$ cat src/rtl/ext_wr_pkg.sv
package ext_wr_pkg;

    typedef enum logic [1:0] {
        WM_ACK    = 2'b00,
        WM_COUNT  = 2'b01,
        WM_BOTH   = 2'b10,
        WM_EITHER = 2'b11
    } wait_mode_e;

    typedef enum logic [2:0] {
        ST_IDLE,
        ST_SETUP,
        ST_STROBE,
        ST_HOLD,
        ST_BUSIDLE,
        ST_DONE
    } wr_state_e;

endpackage

$ cat src/rtl/ext_wr_capture.sv
module ext_wr_capture #(
    parameter int W = 8
) (
    input  logic         clk,
    input  logic         rst_n,
    input  logic         load,
    input  logic [W-1:0] d,
    output logic [W-1:0] q
);
    always_ff @(posedge clk or negedge rst_n) begin
        if (!rst_n) begin
            q <= '0;
        end else if (load) begin
            q <= d;
        end
    end
endmodule

$ cat src/rtl/ext_wr_waitcnt.sv
module ext_wr_waitcnt #(
    parameter int WS_W = 3
) (
    input  logic            clk,
    input  logic            rst_n,
    input  logic            run,
    input  logic [WS_W-1:0] limit,
    output logic            reached
);
    logic [WS_W-1:0] cnt_q;

    assign reached = (cnt_q >= limit);

    always_ff @(posedge clk or negedge rst_n) begin
        if (!rst_n) begin
            cnt_q <= '0;
        end else if (!run) begin
            cnt_q <= '0;
        end else if (!reached) begin
            cnt_q <= cnt_q + 1'b1;
        end
    end
endmodule

$ cat src/rtl/ext_wr_term.sv
module ext_wr_term
    import ext_wr_pkg::*;
(
    input  wait_mode_e mode,
    input  logic       count_done,
    input  logic       ack,
    output logic       strobe_end
);
    always_comb begin
        unique case (mode)
            WM_ACK:    strobe_end = ack;
            WM_COUNT:  strobe_end = count_done;
            WM_BOTH:   strobe_end = count_done & ack;
            WM_EITHER: strobe_end = count_done | ack;
            default:   strobe_end = 1'b1;
        endcase
    end
endmodule

$ cat src/rtl/ext_wr_ctrl.sv
module ext_wr_ctrl
    import ext_wr_pkg::*;
#(
    parameter int ADDR_W = 16,
    parameter int DATA_W = 16,
    parameter int WS_W   = 3
) (
    input  logic              clk,
    input  logic              rst_n,
    input  logic              req_valid,
    input  logic [ADDR_W-1:0] req_addr,
    input  logic [DATA_W-1:0] req_data,
    input  logic [1:0]        cfg_mode,
    input  logic [WS_W-1:0]   cfg_ws,
    input  logic              cfg_hold_en,
    input  logic              cfg_idle_en,
    output logic              req_ready,
    output logic              done,
    input  logic              mem_ack,
    output logic [ADDR_W-1:0] mem_addr,
    output logic              mem_sel_n,
    output logic              mem_wr_n,
    output logic [DATA_W-1:0] mem_data_out,
    output logic              mem_data_oe
);
    localparam int CFG_W = 2 + WS_W + 2;
    localparam int REQ_W = ADDR_W + DATA_W;

    wr_state_e state_q, state_d;

    logic              accept;
    logic [CFG_W-1:0]  cfg_q;
    logic [REQ_W-1:0]  req_q;
    logic [ADDR_W-1:0] addr_q;
    logic [DATA_W-1:0] data_q;
    wait_mode_e        mode_q;
    logic [WS_W-1:0]   ws_q;
    logic              hold_q, idle_q;
    logic              in_strobe, count_done, strobe_end;

    assign accept = (state_q == ST_IDLE) && req_valid;

    ext_wr_capture #(.W(CFG_W)) cfg_cap_i (
        .clk   (clk),
        .rst_n (rst_n),
        .load  (accept),
        .d     ({cfg_mode, cfg_ws, cfg_hold_en, cfg_idle_en}),
        .q     (cfg_q)
    );

    ext_wr_capture #(.W(REQ_W)) req_cap_i (
        .clk   (clk),
        .rst_n (rst_n),
        .load  (accept),
        .d     ({req_addr, req_data}),
        .q     (req_q)
    );

    assign mode_q = wait_mode_e'(cfg_q[CFG_W-1 -: 2]);
    assign ws_q   = cfg_q[2 +: WS_W];
    assign hold_q = cfg_q[1];
    assign idle_q = cfg_q[0];
    assign addr_q = req_q[REQ_W-1 -: ADDR_W];
    assign data_q = req_q[DATA_W-1:0];

    assign in_strobe = (state_q == ST_STROBE);

    ext_wr_waitcnt #(.WS_W(WS_W)) wcnt_i (
        .clk     (clk),
        .rst_n   (rst_n),
        .run     (in_strobe),
        .limit   (ws_q),
        .reached (count_done)
    );

    ext_wr_term term_i (
        .mode       (mode_q),
        .count_done (count_done),
        .ack        (mem_ack),
        .strobe_end (strobe_end)
    );

    // state register
    always_ff @(posedge clk or negedge rst_n) begin
        if (!rst_n) begin
            state_q <= ST_IDLE;
        end else begin
            state_q <= state_d;
        end
    end

    // next state
    always_comb begin
        state_d = state_q;
        unique case (state_q)
            ST_IDLE:    if (req_valid) state_d = ST_SETUP;
            ST_SETUP:   state_d = ST_STROBE;
            ST_STROBE: begin
                if (strobe_end) begin
                    if (hold_q)      state_d = ST_HOLD;
                    else if (idle_q) state_d = ST_BUSIDLE;
                    else             state_d = ST_DONE;
                end
            end
            ST_HOLD:    state_d = idle_q ? ST_BUSIDLE : ST_DONE;
            ST_BUSIDLE: state_d = ST_DONE;
            ST_DONE:    state_d = ST_IDLE;
            default:    state_d = ST_IDLE;
        endcase
    end

    // outputs
    always_comb begin
        req_ready    = 1'b0;
        done         = 1'b0;
        mem_sel_n    = 1'b1;
        mem_wr_n     = 1'b1;
        mem_data_oe  = 1'b0;
        mem_addr     = '0;
        mem_data_out = '0;
        unique case (state_q)
            ST_IDLE:    req_ready = 1'b1;
            ST_SETUP: begin
                mem_sel_n = 1'b0;
                mem_addr  = addr_q;
            end
            ST_STROBE: begin
                mem_sel_n    = 1'b0;
                mem_wr_n     = 1'b0;
                mem_addr     = addr_q;
                mem_data_oe  = 1'b1;
                mem_data_out = data_q;
            end
            ST_HOLD: begin
                mem_sel_n    = 1'b0;
                mem_addr     = addr_q;
                mem_data_oe  = 1'b1;
                mem_data_out = data_q;
            end
            ST_BUSIDLE: ;
            ST_DONE:    done = 1'b1;
            default:    ;
        endcase
    end
endmodule

$ cat config.mk
export PLATFORM = sky130hd
export DESIGN_NAME = ext_wr_ctrl
export DESIGN_NICKNAME = d
export VERILOG_FILES = /design/src/rtl/ext_wr_pkg.sv /design/src/rtl/ext_wr_capture.sv /design/src/rtl/ext_wr_waitcnt.sv /design/src/rtl/ext_wr_term.sv /design/src/rtl/ext_wr_ctrl.sv
export SDC_FILE = /design/constraint.sdc
export NUM_CORES = 1
export LEC_CHECK = 0
export ABC_AREA = 0
export BUFFER_PORTS_ARGS = -buffer_cell sky130_fd_sc_hd__buf_4
export CORE_AREA = 10 10 79 81
export CTS_CLUSTER_DIAMETER = 40
export DETAILED_ROUTE_END_ITERATION = 6
export DIE_AREA = 0 0 89 91
export PLACE_DENSITY = 0.8
export SLEW_MARGIN = 10
export SYNTH_ARGS = -nofsm -noshare
export SYNTH_HDL_FRONTEND = slang
export SYNTH_SLANG_ARGS = --single-unit
$ cat constraint.sdc
create_clock -name clk -period 2.1 [get_ports clk]
set_input_delay 0.315 -clock clk [delete_from_list [all_inputs] [get_ports clk]]
set_output_delay 0.315 -clock clk [all_outputs]
set_load 0.01 [all_outputs]
==> key figures, run 1 <==
Outcome
  • Status: finished, final reports clean

Setup path
  • Worst setup SP type: flip-flop
  • Largest stage delay on the critical path: between 0.4 and 0.5 ns
  • Critical path endpoint: mem_addr[6]
  • Nature of the critical path endpoint: output port
  • Critical path arrival: approximately 1.4 ns
  • Worst Setup SP: state_q[1]
  • CP max-delay cell: dfrtp_1
  • Critical Path RT: roughly 1.8 ns
  • Worst path cell trace: nor2_1 -> nor2_1 -> buf_4 -> and2_1 -> buf_4
  • Worst reg2reg path endpoint: state_q[1]
  • R2r startpoint: wcnt_i.cnt_q[2]
  • R2R Setup Slk: around 0.37 ns
  • Crit Path Class: flip-flop to output port
  • Max FO, Critical Path: 10
  • Worst R2R Path Depth: 4

Placed design
  • Routability cong.: roughly 0.8
  • Pre-CTS setup slack: between 0.3 and 0.4 ns
  • PortBufs: 79
  • Dpl hpwl: about 4 mm

Synthesis
  • Synth unique cells: 31
  • Synth Instances: 172
  • Post-synthesis sequential area ratio: 0.491
  • Post-Syn Area: 0.00229 mm2
  • Asr flop ratio synth: 1.00
  • Syn avg cell area: around 13 um2
  • EDFF count, synth: 0
  • Ys Warns: 0
  • Most used DFF post-synth: dfrtp_1
  • Net count after synthesis: ~220
  • Yosys reg bits: 45

STA
  • Hold WS: approximately 0.0096 ns
  • Fmax: 569 MHz
  • Final setup vio count: 0
  • Final worst path period need: between 1.5 and 2 ns
  • Final WS setup: 0.342 ns
  • Final period util: 0.837
  • Max Transition Viols Final: 0
  • RSZ-0062 raised after global routing: no
  • Final hold vios: 0
  • Setup TNS: 0 ns
  • Worst clock skew: 0.00178 ns
  • Worst rel slew slack: 0.624
  • Worst-Margin Slew: roughly 0.56 ns

Finish
  • Area Overhead vs Synth: 30.4%
  • Commonest non-fill, non-tap cell in the layout: buf_4
  • Layout net count: approximately 300
  • Fillers: approximately 360
  • Most frequent cells in the layout: buf_4 (84), dfrtp_1 (45), mux2_4 (36)
  • N_diodes: 0
  • Share of cells above drive strength 1: 0.510

Clock network
  • CTS max path bufs: 2
  • Number of buffers created by CTS: 5
  • H-tree levels: 2
  • Hold buffer count at cts: 0
  • Resize count post-CTS: 0
  • Worst-Skew Late Latency: 0.29 ns
  • Clk slew on worst S/H paths: approximately 0.08 ns
  • Root buf cell: clkbuf_8
  • Sink Count: 45
  • Post-CTS Setup Inserts: 0
  • CTS tree: yes

Power and ir drop
  • Max VDD drop: 0.000630 V
  • Pleak: around 1.5 nW
  • Pwr dens: about 1500 mW/mm2

Route
  • Final ANT Viol Nets: 0
  • TritonRoute pass-1 iters: 4
  • Iter 0 DRT Violations: between 60 and 70
  • Vias per cell: 4.98
  • WL/cell: approximately 16 um
  • Detailed-route via count: ~1500
  • WL final: 5.12 mm
  • DRC viols: 0

Global routing
  • First-pass GRT wire length: between 8 and 9 mm
  • Largest net degree at the start of global routing: 46
  • Congestion Overflow GR: 0
  • Vias in the first global route: roughly 1700
  • Total GRT Usage: 0.127
  • Initial antenna violation count: 0

Die
  • Initial Util: 0.492
  • Die width: about 89 um
  • Die Area: between 0.008 and 0.009 mm2
  • Die height: 91 um
  • Row cnt: 25
  • Num ports: 80
  • CORE AREA: about 0.0047 mm2

Hold path
  • Hold Crit Class: input pin to asynchronous set/reset pin

Job
  • Max Cap Viol: 0
cells by family (layout without fill, tap and decap cells):
family	after synthesis	after routing	share of synthesized area
and+or+nand+nor	58	58	0.150
DFF	45	45	0.491
xor gates and xnor gates	2	2	0.00764
adders and majority gates	4	4	0.0218
AOI/OAI and AO/OA	11	11	0.0289
muxes	38	38	0.245
buffers and inverters	14	99	0.0551
sequential cells by signal, summed over array words and instances (netlist names):
| signal | cells |
|---|---|
| req_cap_i.q | 32 |
| cfg_cap_i.q | 7 |
| state_q | 3 |
| wcnt_i.cnt_q | 3 |
metal layers:
| layer | vias up | wire length [um] | GRT usage |
|---|---|---|---|
| met5 | - | 0 | 0 |
| met4 | 0 | 59 | 0.0398 |
| met3 | 7 | 482 | 0.0447 |
| met2 | 54 | 2370 | 0.204 |
| met1 | 742 | 2210 | 0.156 |
| li1 | 746 | - | - |
layout make-up:
type | instances | area [um2] | area share
Clock buffer | 6 | 72.6 | 0.0243
Tap cell | 54 | 67.6 | 0.0226
Clock inverter | 2 | 10.0 | 0.00335
Multi-Input combinational cell | 113 | 1040 | 0.348
Inverter | 6 | 22.5 | 0.00753
Sequential cell | 45 | 1130 | 0.377
Timing Repair Buffer | 85 | 651 | 0.218
worst max-delay path, delay by kind of cell (launching register included):
| family | cells | cell delay, ns |
|---|---|---|
| simple gates | 3 | 0.39 |
| buf+inv | 2 | 0.31 |
| flops | 1 | 0.45 |
synth_stat cells, types with 2 or more instances:
cell type  instances  area share
nand2b_1           3      0.0082
nor3_1             3      0.0065
inv_1              6      0.0098
and2_1            32       0.087
nand2_1            4      0.0065
nor2b_1            2      0.0055
clkbuf_1           2      0.0033
o21ai_0            3      0.0065
ha_1               4       0.022
mux2_4            36        0.24
buf_12             4       0.035
nor2_1             7       0.011
a21oi_1            3      0.0065
nand3b_1           2      0.0065
dfrtp_1           45        0.49
worst min-delay path by stage:
| stage | start | depth (start not counted) | to |
|---|---|---|---|
| finish | rst_n | 1 | req_cap_i.q[13] |
| global route | rst_n | 1 | req_cap_i.q[13] |
| CTS | rst_n | 1 | req_cap_i.q[11] |
| detailed placement | rst_n | 1 | req_cap_i.q[13] |
| global placement | rst_n | 1 | req_cap_i.q[17] |
| floorplan | rst_n | 0 | cfg_cap_i.q[0] |
through the flow:
step	area [um2]	power (mW)	utilization	cells
6_report	2990	4.43	0.641	311
5_1_grt	2990	4.76	0.641	311
4_1_cts	2990	4.50	0.641	311
3_5_place_dp	2910	3.97	0.624	303
3_3_place_gp	2910	3.90	0.624	303
2_1_floorplan	2290	3.13	-	172
power by group:
| group | switching (mW) | internal (mW) |
|---|---|---|
| Combinational | 0.954 | 1.43 |
| Clock | 0.280 | 0.231 |
| Sequential | 0.241 | 1.29 |
Note: power is estimated with default switching activity, not from simulation.
==> run 2: changes to the inputs <==
clock period = 1.8 ns   (was 2.1 ns; I/O delays follow)
==> run 2 against run 1 <==
Effect of this change:
- sequential power is 18% higher
- critical path depth is 1 higher
- via count is 0.77% lower
- utilization is 1.2 points higher
- highest routed layer unchanged
==> key figures, run 2 (same netlist as run 1, synthesis figures left out) <==
Outcome
  • Status: finished, final reports clean

Power and ir drop
  • Max VDD drop: 0.000757 V
  • Combinational share of power: 0.534
  • Sw power: around 1.7 mW
  • Pleak: about 1.5 nW
  • Sw Ratio: 0.328
  • Internal: around 3.6 mW
  • Power after layout: approximately 5.3 mW
  • Flop pwr share: 0.342
  • Pwr dens: 1740 mW/mm2
  • Clock share of power: 0.124

Finish
  • Commonest non-fill, non-tap cell in the layout: buf_4
  • Fillers: around 380
  • Share of cells above drive strength 1: 0.537
  • Max reg flops: 32
  • Layout net count: approximately 300
  • Top flop regs: req_cap_i.q: 32 flops, cfg_cap_i.q: 7 flops
  • Area Overhead vs Synth: 32.8%
  • Biggest register: req_cap_i.q
  • N_diodes: 0
  • Utilization after layout: 0.653
  • Most frequent cells in the layout: buf_4 (82), dfrtp_1 (42), mux2_4 (36)

Global routing
  • Vias in the first global route: about 1700
  • Total GRT Usage: 0.127
  • First-pass GRT wire length: roughly 8.3 mm
  • Congestion Overflow GR: 0
  • Largest net degree at the start of global routing: 46
  • Initial antenna violation count: 0

Setup path
  • Nature of the critical path endpoint: flip-flop
  • Critical path arrival: 1.85 ns
  • Worst reg2reg path endpoint: state_q[1]
  • R2R Setup Slk: 0.11 ns
  • Worst R2R Path Depth: 6
  • Crit Path Class: flip-flop to flip-flop
  • Worst setup SP type: flip-flop
  • Max FO, Critical Path: 3
  • Critical Path RT: 1.96 ns
  • R2r startpoint: wcnt_i.cnt_q[0]

Clock network
  • Root buf cell: clkbuf_8
  • Worst-Skew Late Latency: approximately 0.28 ns
  • Number of buffers created by CTS: 5
  • CTS tree: yes
  • Clk slew on worst S/H paths: 0.08 ns
  • CTS max path bufs: 2
  • H-tree levels: 2
  • Sink Count: 45

STA
  • RSZ-0062 raised after global routing: no
  • Max Transition Viols Final: 0
  • Worst rel slew slack: 0.629
  • Final worst path period need: about 1.7 ns
  • Final period util: 0.940
  • Worst-Margin Slew: between 0.5 and 0.6 ns
  • Setup TNS: 0 ns
  • Worst clock skew: about 0.0054 ns
  • Final hold vios: 0
  • Final setup vio count: 0
  • Fmax: approximately 590 MHz
  • Final WS setup: 0.109 ns

Die
  • CORE AREA: around 0.0047 mm2
  • Die height: just over 90 um
  • Die Area: 0.00810 mm2
  • Initial Util: 0.492
  • Die width: just under 90 um
  • Num ports: 80
  • Row cnt: 25

Placed design
  • Routability cong.: between 0.7 and 0.8
  • Dpl hpwl: between 3 and 4 mm
  • Pre-CTS setup slack: around 0.12 ns
  • PortBufs: 79

Route
  • WL final: 5.19 mm
  • M1 WL: 2.21 mm
  • TritonRoute pass-1 iters: 4
  • Metal2 WL: 2.51 mm
  • Top Layer Used: met4
  • Vias per cell: around 5
  • Final ANT Viol Nets: 0
  • WL/cell: around 17 um
  • Detailed-route via count: about 1500
  • DR WL met3: 449 um
  • DRC viols: 0
  • Iter 0 DRT Violations: 64

Hold path
  • Hold wc startpoint: cfg_ws[1]
  • WHS Endpoint: cfg_cap_i.q[3]
  • Hold Path Depth: 3
  • Hold Crit Class: input pin to flip-flop

Job
  • Max Cap Viol: 0
[run 2: changes by cell type in the layout (fill, tap and decap cells not counted), moves of 2 or more]
cell / delta
dfrtp_1: -3
dfrtp_2: +3
buf_4: -2
clkbuf_8: +2
[run 2: how the worst max path moves through the flow]
stage | cells after the start | slack [ns] | endpoint | start
after global placement | 4 | 0.15 | state_q[0] | wcnt_i.cnt_q[2]
final | 6 | 0.11 | state_q[1] | wcnt_i.cnt_q[0]
after global routing | 4 | 0.007 | mem_data_out[14] | state_q[1]
after floorplan | 4 | 0.20 | state_q[0] | wcnt_i.cnt_q[2]
after CTS | 4 | 0.02 | mem_data_out[10] | state_q[1]
after detailed placement | 4 | 0.12 | state_q[0] | wcnt_i.cnt_q[2]
[run 2: per-stage QoR]
| stage | hold WS, ns | cells | cell area [um2] |
|---|---|---|---|
| final | 0.201 | 311 | 3040 |
| after global routing | 0.195 | 311 | 3040 |
| after CTS | 0.199 | 311 | 3020 |
| after detailed placement | 0.301 | 302 | 2910 |
| after global placement | 0.302 | 302 | 2910 |
| after floorplan | -0.0256 | 172 | 2290 |
[run 2: per-layer routing]
layer,track usage,vias up
met2,0.203,51
met4,0.0318,0
met3,0.0438,2
met5,0,-
met1,0.160,741
li1,-,743
[run 2: what timing repair did]
item,CTS,global route
endpoints found under the setup margin,0,34
buffers inserted,0,0
hold buffers,1,0
resized for setup,0,7
endpoints found under the hold margin,45,0
[run 2: final cells by class]
class / count / area [um2] / share of cell area
Clock inverter: 1 / 5.00 / 0.00164
Tap cell: 54 / 67.6 / 0.0222
Multi-Input combinational cell: 113 / 1060 / 0.347
Inverter: 6 / 22.5 / 0.00740
Sequential cell: 45 / 1130 / 0.371
Clock buffer: 7 / 96.3 / 0.0317
Timing Repair Buffer: 85 / 666 / 0.219
[run 2: power by group through the flow]
stage               combinational (mW)  clock (mW)  sequential [mW]
floorplan                         1.94           0             1.72
global placement                  2.78           0             1.78
detailed placement                2.84           0             1.81
CTS                               2.86       0.683             1.80
global route                      3.08       0.734             1.88
finish                            2.82       0.655             1.81
[run 2: worst max-delay path, stage by stage (launching register included)]
cell	delay, ns
dfrtp_1	0.36
inv_1	0.08
ha_1	0.28
nor2b_1	0.06
o21ai_1	0.33
a211oi_2	0.11
or3_1	0.36
